### config.mk
export PLATFORM = sky130hd
export DESIGN_NAME = hpt_walker
export DESIGN_NICKNAME = d
export VERILOG_FILES = /design/src/rtl/hpt_pkg.sv /design/src/rtl/hpt_segfile.sv /design/src/rtl/hpt_addr_gen.sv /design/src/rtl/hpt_perm.sv /design/src/rtl/hpt_walker.sv
export SDC_FILE = /design/constraint.sdc
export NUM_CORES = 1
export LEC_CHECK = 0
export BUFFER_PORTS_ARGS = -buffer_cell sky130_fd_sc_hd__buf_4
export CELL_PAD_IN_SITES_DETAIL_PLACEMENT = 0
export CELL_PAD_IN_SITES_GLOBAL_PLACEMENT = 2
export CORE_ASPECT_RATIO = 0.5
export CORE_UTILIZATION = 32
export DETAILED_ROUTE_END_ITERATION = 7
export PLACE_DENSITY = 0.79
export SLEW_MARGIN = 20
export SYNTH_ARGS = -nofsm -noshare
export SYNTH_HDL_FRONTEND = slang
export SYNTH_SLANG_ARGS = --single-unit
### constraint.sdc
create_clock -name clk -period 1.8 [get_ports clk]
set_clock_uncertainty 0.1 [all_clocks]
set_input_delay 0.36 -clock clk [delete_from_list [all_inputs] [get_ports clk]]
set_output_delay 0.36 -clock clk [all_outputs]
set_load 0.01 [all_outputs]
### src/rtl/hpt_pkg.sv
package hpt_pkg;

  typedef enum logic [2:0] {
    ST_IDLE, ST_RD0, ST_CMP, ST_RD1, ST_CHK, ST_WRR, ST_WRC, ST_END
  } walk_st_t;

  localparam int REF_BIT = 8;
  localparam int CHG_BIT = 7;

  // Unmasked probe hash; the secondary probe takes its complement.
  function automatic logic [31:0] probe_hash(input logic [27:0] vsid,
                                             input logic [15:0] page,
                                             input logic        sec);
    logic [31:0] h;
    h = {4'b0, vsid ^ {12'b0, page}} << 6;
    return sec ? ~h : h;
  endfunction

  function automatic logic [31:0] group_base(input logic [15:0] base,
                                             input logic [8:0]  size,
                                             input logic [31:0] hash);
    logic [31:0] mask;
    mask = {7'b0, size, 16'hFFC0};
    return {base, 16'h0000} | (hash & mask);
  endfunction

  function automatic logic [31:0] match_word(input logic [24:0] vsid_lo,
                                             input logic [5:0]  api,
                                             input logic        sec);
    return 32'h8000_0000 | {vsid_lo, 7'b0} | {25'b0, sec, api};
  endfunction

  // Returns {read, write}.
  function automatic logic [1:0] perm_decode(input logic key, input logic [1:0] pp);
    logic [1:0] rw;
    if (!key) rw = (pp == 2'd3) ? 2'b10 : 2'b11;
    else begin
      case (pp)
        2'd0:    rw = 2'b00;
        2'd2:    rw = 2'b11;
        default: rw = 2'b10;
      endcase
    end
    return rw;
  endfunction

endpackage

### src/rtl/hpt_segfile.sv
module hpt_segfile #(
  parameter int SEG_CNT  = 16,
  parameter int SEG_BITS = 32
) (
  input  logic                       clk,
  input  logic                       rst_n,
  input  logic                       wr_en,
  input  logic [$clog2(SEG_CNT)-1:0] wr_idx,
  input  logic [SEG_BITS-1:0]        wr_val,
  input  logic [$clog2(SEG_CNT)-1:0] rd_idx,
  output logic [SEG_BITS-1:0]        rd_val
);
  localparam int IDX_W = $clog2(SEG_CNT);

  logic [SEG_BITS-1:0] seg_all [SEG_CNT];

  for (genvar g = 0; g < SEG_CNT; g++) begin : g_seg
    logic [SEG_BITS-1:0] seg_q;
    always_ff @(posedge clk) begin
      if (!rst_n)                                seg_q <= '0;
      else if (wr_en && wr_idx == IDX_W'(g))     seg_q <= wr_val;
    end
    assign seg_all[g] = seg_q;
  end

  assign rd_val = seg_all[rd_idx];

endmodule

### src/rtl/hpt_addr_gen.sv
module hpt_addr_gen import hpt_pkg::*; #(
  parameter int SLOTS = 8
) (
  input  logic [15:0]              tbl_base,
  input  logic [8:0]               tbl_size,
  input  logic [27:0]              vsid,
  input  logic [15:0]              page,
  input  logic                     sec,
  input  logic [$clog2(SLOTS)-1:0] slot,
  input  logic                     word_sel,
  output logic [31:0]              addr
);
  localparam int ENTRY_SHIFT = 3;

  logic [31:0] grp_addr;

  assign grp_addr = group_base(tbl_base, tbl_size, probe_hash(vsid, page, sec));
  assign addr     = grp_addr | (32'(slot) << ENTRY_SHIFT) | {29'b0, word_sel, 2'b00};

endmodule

### src/rtl/hpt_perm.sv
module hpt_perm import hpt_pkg::*; (
  input  logic       user_mode,
  input  logic       key_user,
  input  logic       key_sup,
  input  logic       is_write,
  input  logic [1:0] pp,
  input  logic       ref_seen,
  input  logic       chg_seen,
  output logic       may_rd,
  output logic       may_wr,
  output logic       deny,
  output logic       set_ref,
  output logic       set_chg
);
  logic       key;
  logic [1:0] rw;

  assign key     = user_mode ? key_user : key_sup;
  assign rw      = perm_decode(key, pp);
  assign may_rd  = rw[1];
  assign may_wr  = rw[0];
  assign deny    = !may_rd || (is_write && !may_wr);
  assign set_ref = may_rd && !ref_seen;
  assign set_chg = is_write && may_wr && !chg_seen;

endmodule

### src/rtl/hpt_walker.sv
module hpt_walker import hpt_pkg::*; #(
  parameter int SEG_CNT = 16,
  parameter int SLOTS   = 8
) (
  input  logic        clk,
  input  logic        rst_n,
  input  logic        seg_we,
  input  logic [3:0]  seg_idx,
  input  logic [31:0] seg_wdata,
  input  logic        req_valid,
  input  logic [31:0] req_ea,
  input  logic        req_write,
  input  logic        req_user,
  input  logic [31:0] tbl_cfg,
  output logic        busy,
  output logic        done,
  output logic        hit,
  output logic        miss,
  output logic        prot_fault,
  output logic [31:0] real_addr,
  output logic        perm_r,
  output logic        perm_w,
  output logic        perm_x,
  output logic        mem_req,
  output logic        mem_we,
  output logic [31:0] mem_addr,
  output logic [3:0]  mem_be,
  output logic [31:0] mem_wdata,
  input  logic [31:0] mem_rdata
);
  localparam int SEG_W = $clog2(SEG_CNT);
  localparam int SLOT_W = $clog2(SLOTS);
  localparam logic [SLOT_W-1:0] LAST_SLOT = SLOT_W'(SLOTS - 1);

  walk_st_t          st_q;
  logic [27:0]       ea_q;
  logic              wr_q, user_q, ks_q, kp_q, sec_q, need_c_q;
  logic [27:0]       vsid_q;
  logic [15:0]       tbase_q;
  logic [8:0]        tsize_q;
  logic [SLOT_W-1:0] slot_q;
  logic [31:0]       w1_q, real_addr_q;
  logic              hit_q, miss_q, fault_q, pr_q, pw_q, px_q;

  // Segment registers
  logic [31:0] seg_rd;
  logic        unused_seg_bit;
  logic [6:0]  unused_cfg_bits;
  assign unused_seg_bit  = seg_rd[28];
  assign unused_cfg_bits = tbl_cfg[15:9];

  hpt_segfile #(.SEG_CNT(SEG_CNT), .SEG_BITS(32)) u_segs (
    .clk    (clk),
    .rst_n  (rst_n),
    .wr_en  (seg_we),
    .wr_idx (seg_idx[SEG_W-1:0]),
    .wr_val (seg_wdata),
    .rd_idx (req_ea[31 -: SEG_W]),
    .rd_val (seg_rd)
  );

  // Named events for the checks
  logic [31:0] mword;
  logic        accept, entry_match, group_done, bad_seg;
  assign mword       = match_word(vsid_q[24:0], ea_q[27:22], sec_q);
  assign accept      = req_valid && (st_q == ST_IDLE);
  assign bad_seg     = seg_rd[31];
  assign entry_match = (st_q == ST_CMP) && (mem_rdata == mword);
  assign group_done  = (st_q == ST_CMP) && !entry_match && (slot_q == LAST_SLOT);

  // Address generation
  logic word_sel;
  assign word_sel = (st_q == ST_RD1) || (st_q == ST_WRR) || (st_q == ST_WRC);

  hpt_addr_gen #(.SLOTS(SLOTS)) u_addr (
    .tbl_base (tbase_q),
    .tbl_size (tsize_q),
    .vsid     (vsid_q),
    .page     (ea_q[27:12]),
    .sec      (sec_q),
    .slot     (slot_q),
    .word_sel (word_sel),
    .addr     (mem_addr)
  );

  // Permission decode on the second word as it arrives
  logic may_rd, may_wr, deny, set_ref, set_chg;
  hpt_perm u_perm (
    .user_mode (user_q),
    .key_user  (kp_q),
    .key_sup   (ks_q),
    .is_write  (wr_q),
    .pp        (mem_rdata[1:0]),
    .ref_seen  (mem_rdata[REF_BIT]),
    .chg_seen  (mem_rdata[CHG_BIT]),
    .may_rd    (may_rd),
    .may_wr    (may_wr),
    .deny      (deny),
    .set_ref   (set_ref),
    .set_chg   (set_chg)
  );

  logic [31:0] w1_next;
  always_comb begin
    w1_next = mem_rdata;
    if (set_ref) w1_next[REF_BIT] = 1'b1;
    if (set_chg) w1_next[CHG_BIT] = 1'b1;
  end

  always_ff @(posedge clk) begin
    if (!rst_n) begin
      st_q <= ST_IDLE;
      ea_q <= '0; wr_q <= 1'b0; user_q <= 1'b0; ks_q <= 1'b0; kp_q <= 1'b0;
      vsid_q <= '0; tbase_q <= '0; tsize_q <= '0; sec_q <= 1'b0; slot_q <= '0;
      need_c_q <= 1'b0; w1_q <= '0; real_addr_q <= '0;
      hit_q <= 1'b0; miss_q <= 1'b0; fault_q <= 1'b0;
      pr_q <= 1'b0; pw_q <= 1'b0; px_q <= 1'b0;
    end else begin
      case (st_q)
        ST_IDLE: if (accept) begin
          ea_q    <= req_ea[27:0];
          wr_q    <= req_write;
          user_q  <= req_user;
          vsid_q  <= seg_rd[27:0];
          ks_q    <= seg_rd[30];
          kp_q    <= seg_rd[29];
          tbase_q <= tbl_cfg[31:16];
          tsize_q <= tbl_cfg[8:0];
          sec_q   <= 1'b0;
          slot_q  <= '0;
          hit_q <= 1'b0; fault_q <= 1'b0; real_addr_q <= '0;
          pr_q <= 1'b0; pw_q <= 1'b0; px_q <= 1'b0;
          miss_q  <= bad_seg;
          st_q    <= bad_seg ? ST_END : ST_RD0;
        end
        ST_RD0: st_q <= ST_CMP;
        ST_CMP: begin
          if (entry_match) st_q <= ST_RD1;
          else if (group_done) begin
            if (sec_q) begin
              miss_q <= 1'b1;
              st_q   <= ST_END;
            end else begin
              sec_q  <= 1'b1;
              slot_q <= '0;
              st_q   <= ST_RD0;
            end
          end else begin
            slot_q <= slot_q + 1'b1;
            st_q   <= ST_RD0;
          end
        end
        ST_RD1: st_q <= ST_CHK;
        ST_CHK: begin
          w1_q        <= w1_next;
          real_addr_q <= {mem_rdata[31:12], ea_q[11:0]};
          pr_q        <= may_rd;
          pw_q        <= may_wr;
          px_q        <= 1'b1;
          hit_q       <= !deny;
          fault_q     <= deny;
          need_c_q    <= set_chg;
          st_q        <= set_ref ? ST_WRR : (set_chg ? ST_WRC : ST_END);
        end
        ST_WRR:  st_q <= need_c_q ? ST_WRC : ST_END;
        ST_WRC:  st_q <= ST_END;
        ST_END:  st_q <= ST_IDLE;
        default: st_q <= ST_IDLE;
      endcase
    end
  end

  assign busy       = (st_q != ST_IDLE);
  assign done       = (st_q == ST_END);
  assign hit        = hit_q;
  assign miss       = miss_q;
  assign prot_fault = fault_q;
  assign real_addr  = real_addr_q;
  assign perm_r     = pr_q;
  assign perm_w     = pw_q;
  assign perm_x     = px_q;
  assign mem_req    = (st_q == ST_RD0) || (st_q == ST_RD1) || (st_q == ST_WRR) || (st_q == ST_WRC);
  assign mem_we     = (st_q == ST_WRR) || (st_q == ST_WRC);
  assign mem_be     = (st_q == ST_WRR) ? 4'b0010 : ((st_q == ST_WRC) ? 4'b0001 : 4'b1111);
  assign mem_wdata  = w1_q;


  one_result_chk: assert property (@(posedge clk) disable iff (!rst_n)
    done |-> $countones({hit, miss, prot_fault}) == 1);

  exec_on_match_chk: assert property (@(posedge clk) disable iff (!rst_n)
    (done && !miss) |-> perm_x);

  ref_lane_chk: assert property (@(posedge clk) disable iff (!rst_n)
    (mem_we && mem_be == 4'b0010) |-> mem_wdata[REF_BIT]);

  chg_lane_chk: assert property (@(posedge clk) disable iff (!rst_n)
    (mem_we && mem_be == 4'b0001) |-> (mem_wdata[CHG_BIT] && wr_q));

  byte_write_chk: assert property (@(posedge clk) disable iff (!rst_n)
    mem_we |-> $countones(mem_be) == 1);

  page_offset_chk: assert property (@(posedge clk) disable iff (!rst_n)
    (done && !miss) |-> real_addr[11:0] == ea_q[11:0]);

  sec_order_chk: assert property (@(posedge clk) disable iff (!rst_n)
    $rose(sec_q) |-> $past(group_done));

  bad_seg_quiet_chk: assert property (@(posedge clk) disable iff (!rst_n)
    (accept && bad_seg) |=> (done && miss && !mem_req));

  req_busy_chk: assert property (@(posedge clk) disable iff (!rst_n)
    mem_req |-> busy);

endmodule

==> flow_summary.html <==
<table>
<tr><th>Metric</th><th>Value</th></tr>
<tr><th colspan="2">Run status</th></tr>
<tr><td>Status</td><td>finished, violations left</td></tr>
<tr><td>Violations in the final reports</td><td>negative setup slack</td></tr>
<tr><th colspan="2">Worst setup path</th></tr>
<tr><td>CP dominant cell by count</td><td>sky130_fd_sc_hd__buf_6</td></tr>
<tr><td>Maximum fanout encountered on the critical timing path</td><td>3</td></tr>
<tr><td>Worst Setup Start Kind</td><td>register</td></tr>
<tr><td>Kind of capture point of the worst setup path</td><td>output port</td></tr>
<tr><td>Data required time of the worst path</td><td>1340 ps</td></tr>
<tr><td>Largest delay contributor family on the critical path</td><td>flip-flops</td></tr>
<tr><td>Critical setup path kind</td><td>register to output port</td></tr>
<tr><td>Cell with the largest stage delay on the worst path</td><td>sky130_fd_sc_hd__dfxtp_4</td></tr>
<tr><td>CP peak stage delay</td><td>390 ps</td></tr>
<tr><td>R2R depth</td><td>8</td></tr>
<tr><td>Arrival time reported for the critical path endpoint</td><td>1740 ps</td></tr>
<tr><td>CP Cell Sequence</td><td>buf_6 -&gt; xnor2_4 -&gt; xnor2_2 -&gt; a21o_1 -&gt; buf_6</td></tr>
<tr><td>Number of logic stages on the critical path including buffering</td><td>5</td></tr>
<tr><td>Buffers plus inverters on the worst setup path</td><td>2</td></tr>
<tr><th colspan="2">Logic synthesis</th></tr>
<tr><td>Yosys reg bits</td><td>591</td></tr>
<tr><td>Leading post-synthesis cells by cell area</td><td>sky130_fd_sc_hd__dfxtp_1, sky130_fd_sc_hd__nand2_1, sky130_fd_sc_hd__a21oi_1</td></tr>
<tr><td>Most used flip-flop cell after synthesis</td><td>sky130_fd_sc_hd__dfxtp_1</td></tr>
<tr><td>Share of flip-flops with an asynchronous set or reset after synthesis</td><td>0%</td></tr>
<tr><td>Sequential share of the synthesized area</td><td>47.85%</td></tr>
<tr><td>Number of distinct standard cells referenced by the synthesized netlist</td><td>52</td></tr>
<tr><td>Post-synth EDFFs</td><td>0</td></tr>
<tr><td>Per-instance average area after synthesis</td><td>8.319 µm²</td></tr>
<tr><td>Dominant cell type by area after synthesis</td><td>sky130_fd_sc_hd__dfxtp_1</td></tr>
<tr><td>Cell count after synthesis</td><td>2972</td></tr>
<tr><td>Share of the synthesized area in the top cell type</td><td>47.85%</td></tr>
<tr><td>Total of warnings raised by yosys</td><td>0</td></tr>
<tr><td>Synth Cell Area</td><td>0.02472 mm²</td></tr>
<tr><th colspan="2">Clocking</th></tr>
<tr><td>TritonCTS Sinks</td><td>591</td></tr>
<tr><td>Clock tree from TritonCTS</td><td>built</td></tr>
<tr><td>Register clock-pin slew on the reported worst setup and hold paths</td><td>70 ps</td></tr>
<tr><td>Number of buffers between clock root and the deepest sink</td><td>3</td></tr>
<tr><td>Clock root buffer master</td><td>sky130_fd_sc_hd__clkbuf_16</td></tr>
<tr><td>Total number of H-tree levels</td><td>2</td></tr>
<tr><td>Total CTS buffers</td><td>58</td></tr>
<tr><td>Source-to-sink clock delay at the later pin of the worst-skew pair</td><td>640 ps</td></tr>
<tr><th colspan="2">Route</th></tr>
<tr><td>Remaining antenna violation count after routing</td><td>0</td></tr>
<tr><td>Residual DRC count</td><td>0</td></tr>
<tr><td>Post-DR wirelength/cell</td><td>21.74 µm</td></tr>
<tr><td>Drt via density</td><td>5.078</td></tr>
<tr><td>Routed wire length</td><td>95340 µm</td></tr>
<tr><td>Count of routing violations after the opening detailed-route iteration</td><td>2123</td></tr>
<tr><td>First-pass iteration count of the detailed router</td><td>5</td></tr>
<tr><td>Vias</td><td>22270</td></tr>
<tr><th colspan="2">Global route</th></tr>
<tr><td>Remaining global-route overflow</td><td>0</td></tr>
<tr><td>Number of antenna violations at the first check in global routing</td><td>0</td></tr>
<tr><td>First-pass GRT wire length</td><td>136200 µm</td></tr>
<tr><td>GRT Total Usage</td><td>23.02%</td></tr>
<tr><td>Largest net degree at the start of global routing</td><td>91</td></tr>
<tr><td>Vias in the first global route</td><td>20850</td></tr>
<tr><th colspan="2">Layout</th></tr>
<tr><td>Synth-to-Final Area Change</td><td>33.77%</td></tr>
<tr><td>Flip-flop and latch area</td><td>0.01190 mm²</td></tr>
<tr><td>Most frequent standard cell in the layout excluding fill and tap cells</td><td>sky130_fd_sc_hd__nand2_1</td></tr>
<tr><td>Most frequent cells in the layout</td><td>sky130_fd_sc_hd__nand2_1, sky130_fd_sc_hd__a21oi_1, sky130_fd_sc_hd__dfxtp_1</td></tr>
<tr><td>Fin cells</td><td>4386</td></tr>
<tr><td>Number of nets in the finished design</td><td>3454</td></tr>
<tr><td>Layout fillers</td><td>7414</td></tr>
<tr><td>Fraction of final layout cells sized beyond drive strength 1</td><td>23.37%</td></tr>
<tr><td>Final Core Density</td><td>43.64%</td></tr>
<tr><td>Multi-input combinational cell area</td><td>0.01230 mm²</td></tr>
<tr><th colspan="2">STA</th></tr>
<tr><td>Slew at the pin closest to its max-slew limit</td><td>511.7 ps</td></tr>
<tr><td>Smallest setup slack after layout</td><td>-398.4 ps</td></tr>
<tr><td>Count of final max-slew check failures</td><td>0</td></tr>
<tr><td>Finish-stage setup viols</td><td>35</td></tr>
<tr><td>RSZ-0062 raised after global routing</td><td>yes</td></tr>
<tr><td>Period minus WS final</td><td>2198 ps</td></tr>
<tr><td>Maximum clock frequency</td><td>454.9 MHz</td></tr>
<tr><td>Relative slew margins</td><td>65.62%</td></tr>
<tr><td>Fin crit share</td><td>122.1%</td></tr>
<tr><td>Total count of hold-check failures in the final report</td><td>0</td></tr>
<tr><th colspan="2">Placed design</th></tr>
<tr><td>HPWL after DPL</td><td>56530 µm</td></tr>
<tr><td>Final weighted congestion in routability-driven placement</td><td>0.8150</td></tr>
<tr><td>Cell count after placement</td><td>4133</td></tr>
<tr><td>Number of port buffers</td><td>233</td></tr>
<tr><td>Worst setup timing slack at the placement stage</td><td>-432.4 ps</td></tr>
<tr><th colspan="2">Power</th></tr>
<tr><td>Design Power</td><td>30.17 mW</td></tr>
<tr><td>Switching part of the total</td><td>26.20%</td></tr>
<tr><td>Proportion of power drawn by flip-flops and latches</td><td>45.1%</td></tr>
<tr><td>Leakage power total</td><td>11.72 nW</td></tr>
<tr><td>Portion of total power attributed to combinational logic</td><td>12.5%</td></tr>
<tr><td>Power density normalized to cell area</td><td>912.3 mW/mm²</td></tr>
<tr><td>IR drop worst, VDD</td><td>0.0007086 V</td></tr>
<tr><td>Clock network fraction of design power</td><td>42.4%</td></tr>
<tr><td>Internal</td><td>22.26 mW</td></tr>
<tr><td>Net load switching power</td><td>7.906 mW</td></tr>
<tr><th colspan="2">Die</th></tr>
<tr><td>Starting density of the core</td><td>32.63%</td></tr>
<tr><td>Die area</td><td>0.07844 mm²</td></tr>
<tr><td>Row count</td><td>71</td></tr>
<tr><td>Die Ht</td><td>198.5 µm</td></tr>
<tr><td>Die span in x</td><td>395.1 µm</td></tr>
<tr><td>Placeable core region</td><td>0.07578 mm²</td></tr>
<tr><td>Num ports</td><td>248</td></tr>
<tr><th colspan="2">Hold path</th></tr>
<tr><td>Hold depth</td><td>4</td></tr>
<tr><td>Path type of the worst min-delay path</td><td>input port to register</td></tr>
<tr><th colspan="2">Run</th></tr>
<tr><td>Max-Cap Viols</td><td>0</td></tr>
</table>
cell usage after synthesis (4+ instances only):
cell type	number
sky130_fd_sc_hd__nand2_1	1096
sky130_fd_sc_hd__a21oi_1	604
sky130_fd_sc_hd__dfxtp_1	591
sky130_fd_sc_hd__clkbuf_1	182
sky130_fd_sc_hd__mux4_2	107
sky130_fd_sc_hd__buf_2	67
sky130_fd_sc_hd__xnor2_1	63
sky130_fd_sc_hd__a22oi_1	52
sky130_fd_sc_hd__nor2_1	48
sky130_fd_sc_hd__nand3_1	22
sky130_fd_sc_hd__buf_4	19
sky130_fd_sc_hd__a21o_1	11
sky130_fd_sc_hd__a21oi_2	9
sky130_fd_sc_hd__nand4_1	9
sky130_fd_sc_hd__nor3_1	9
sky130_fd_sc_hd__nor2b_1	7
sky130_fd_sc_hd__o21ai_0	6
sky130_fd_sc_hd__buf_1	5
sky130_fd_sc_hd__nor2_2	5
sky130_fd_sc_hd__buf_12	4
sky130_fd_sc_hd__inv_1	4
sky130_fd_sc_hd__mux2i_1	4
sky130_fd_sc_hd__nand2b_1	4
metrics by stage:
step	hold slack [ps]	area, µm²	TNS (ps)
floorplan	331.5	24760	-576.1
CTS	3.658	32370	-8955
detailed placement	343.5	28810	-14100
global route	30.91	33070	-11790
finish	34.55	33070	-9238
global placement	337.3	28810	-13370
worst min-delay path: stages:
cell and delay [ps]:
sky130_fd_sc_hd__buf_4 100, sky130_fd_sc_hd__buf_4 110, sky130_fd_sc_hd__nor2_1 40, sky130_fd_sc_hd__a21oi_1 120
worst paths after layout:
check	from	endpoint	slack, ps
setup / recovery	vsid_q[10]$_SDFFE_PN0P_	mem_addr[16]	-400
hold / removal	mem_rdata[8]	mem_wdata[8]$_SDFFE_PN0P_	30
setup reg to reg	vsid_q[10]$_SDFFE_PN0P_	slot_q[2]$_SDFFE_PN0P_	-310
hold reg to reg	u_segs.g_seg[2].seg_q[9]$_SDFFE_PN0P_	u_segs.g_seg[2].seg_q[9]$_SDFFE_PN0P_	350
cells by family (layout without fill, tap and decap cells):
logic type                 after synthesis  after routing  share of synthesized area, %
AOI/OAI and AO/OA                      693            693                         14.92
xor gates and xnor gates                66             66                         2.338
adders and majority gates                2              2                        0.1012
buffers and inverters                  285            675                         5.309
DFF                                    591            591                         47.85
muxes                                  113            113                         10.06
other                                    1              3                       0.01517
and+or+nand+nor                       1221           1221                         19.40
flip-flops by register name (all words and copies together) (netlist names), 3 cells and up:
signal and cells:
u_segs.g_seg.seg_q 432, st_q 3, tsize_q 9, ea_q 28, tbase_q 16, vsid_q 24
slot_q 3, mem_wdata 32, real_addr 32
per-layer routing:
metal | global-route usage [%] | wire (µm) | up-vias
li1 | - | - | 10610
met1 | 32.36 | 43310 | 10770
met2 | 36.73 | 43240 | 776
met3 | 3.686 | 6773 | 115
met4 | 5.828 | 2016 | 0
met5 | 0 | 0 | -
repair_timing:
item,in CTS,in global routing
endpoints found under the setup margin,41,50
hold buffers,112,0
endpoints found under the hold margin,538,0
gates resized for setup,120,68
cloned,0,7
pin swaps,29,37
setup buffers,21,12
power groups by stage:
stage / Clock, mW / Sequential [mW] / Combinational, mW
final: 12.8 / 13.6 / 3.77
after floorplan: 0 / 13.9 / 1.66
after detailed placement: 0 / 13.9 / 3.04
after CTS: 13.0 / 13.6 / 3.43
after global routing: 13.6 / 13.6 / 4.00
after global placement: 0 / 13.9 / 3.03
area by class of cell:
cell class,count,share of cell area [%]
multi-input combinational,2097,37.20
tap,1022,3.867
inverter,5,0.08702
timing repair buffer,561,16.92
clock inverter,20,0.6886
clock buffer,89,5.255
antenna,1,0.007567
sequential,591,35.98
No activity file was read; power rests on OpenSTA's default activity.
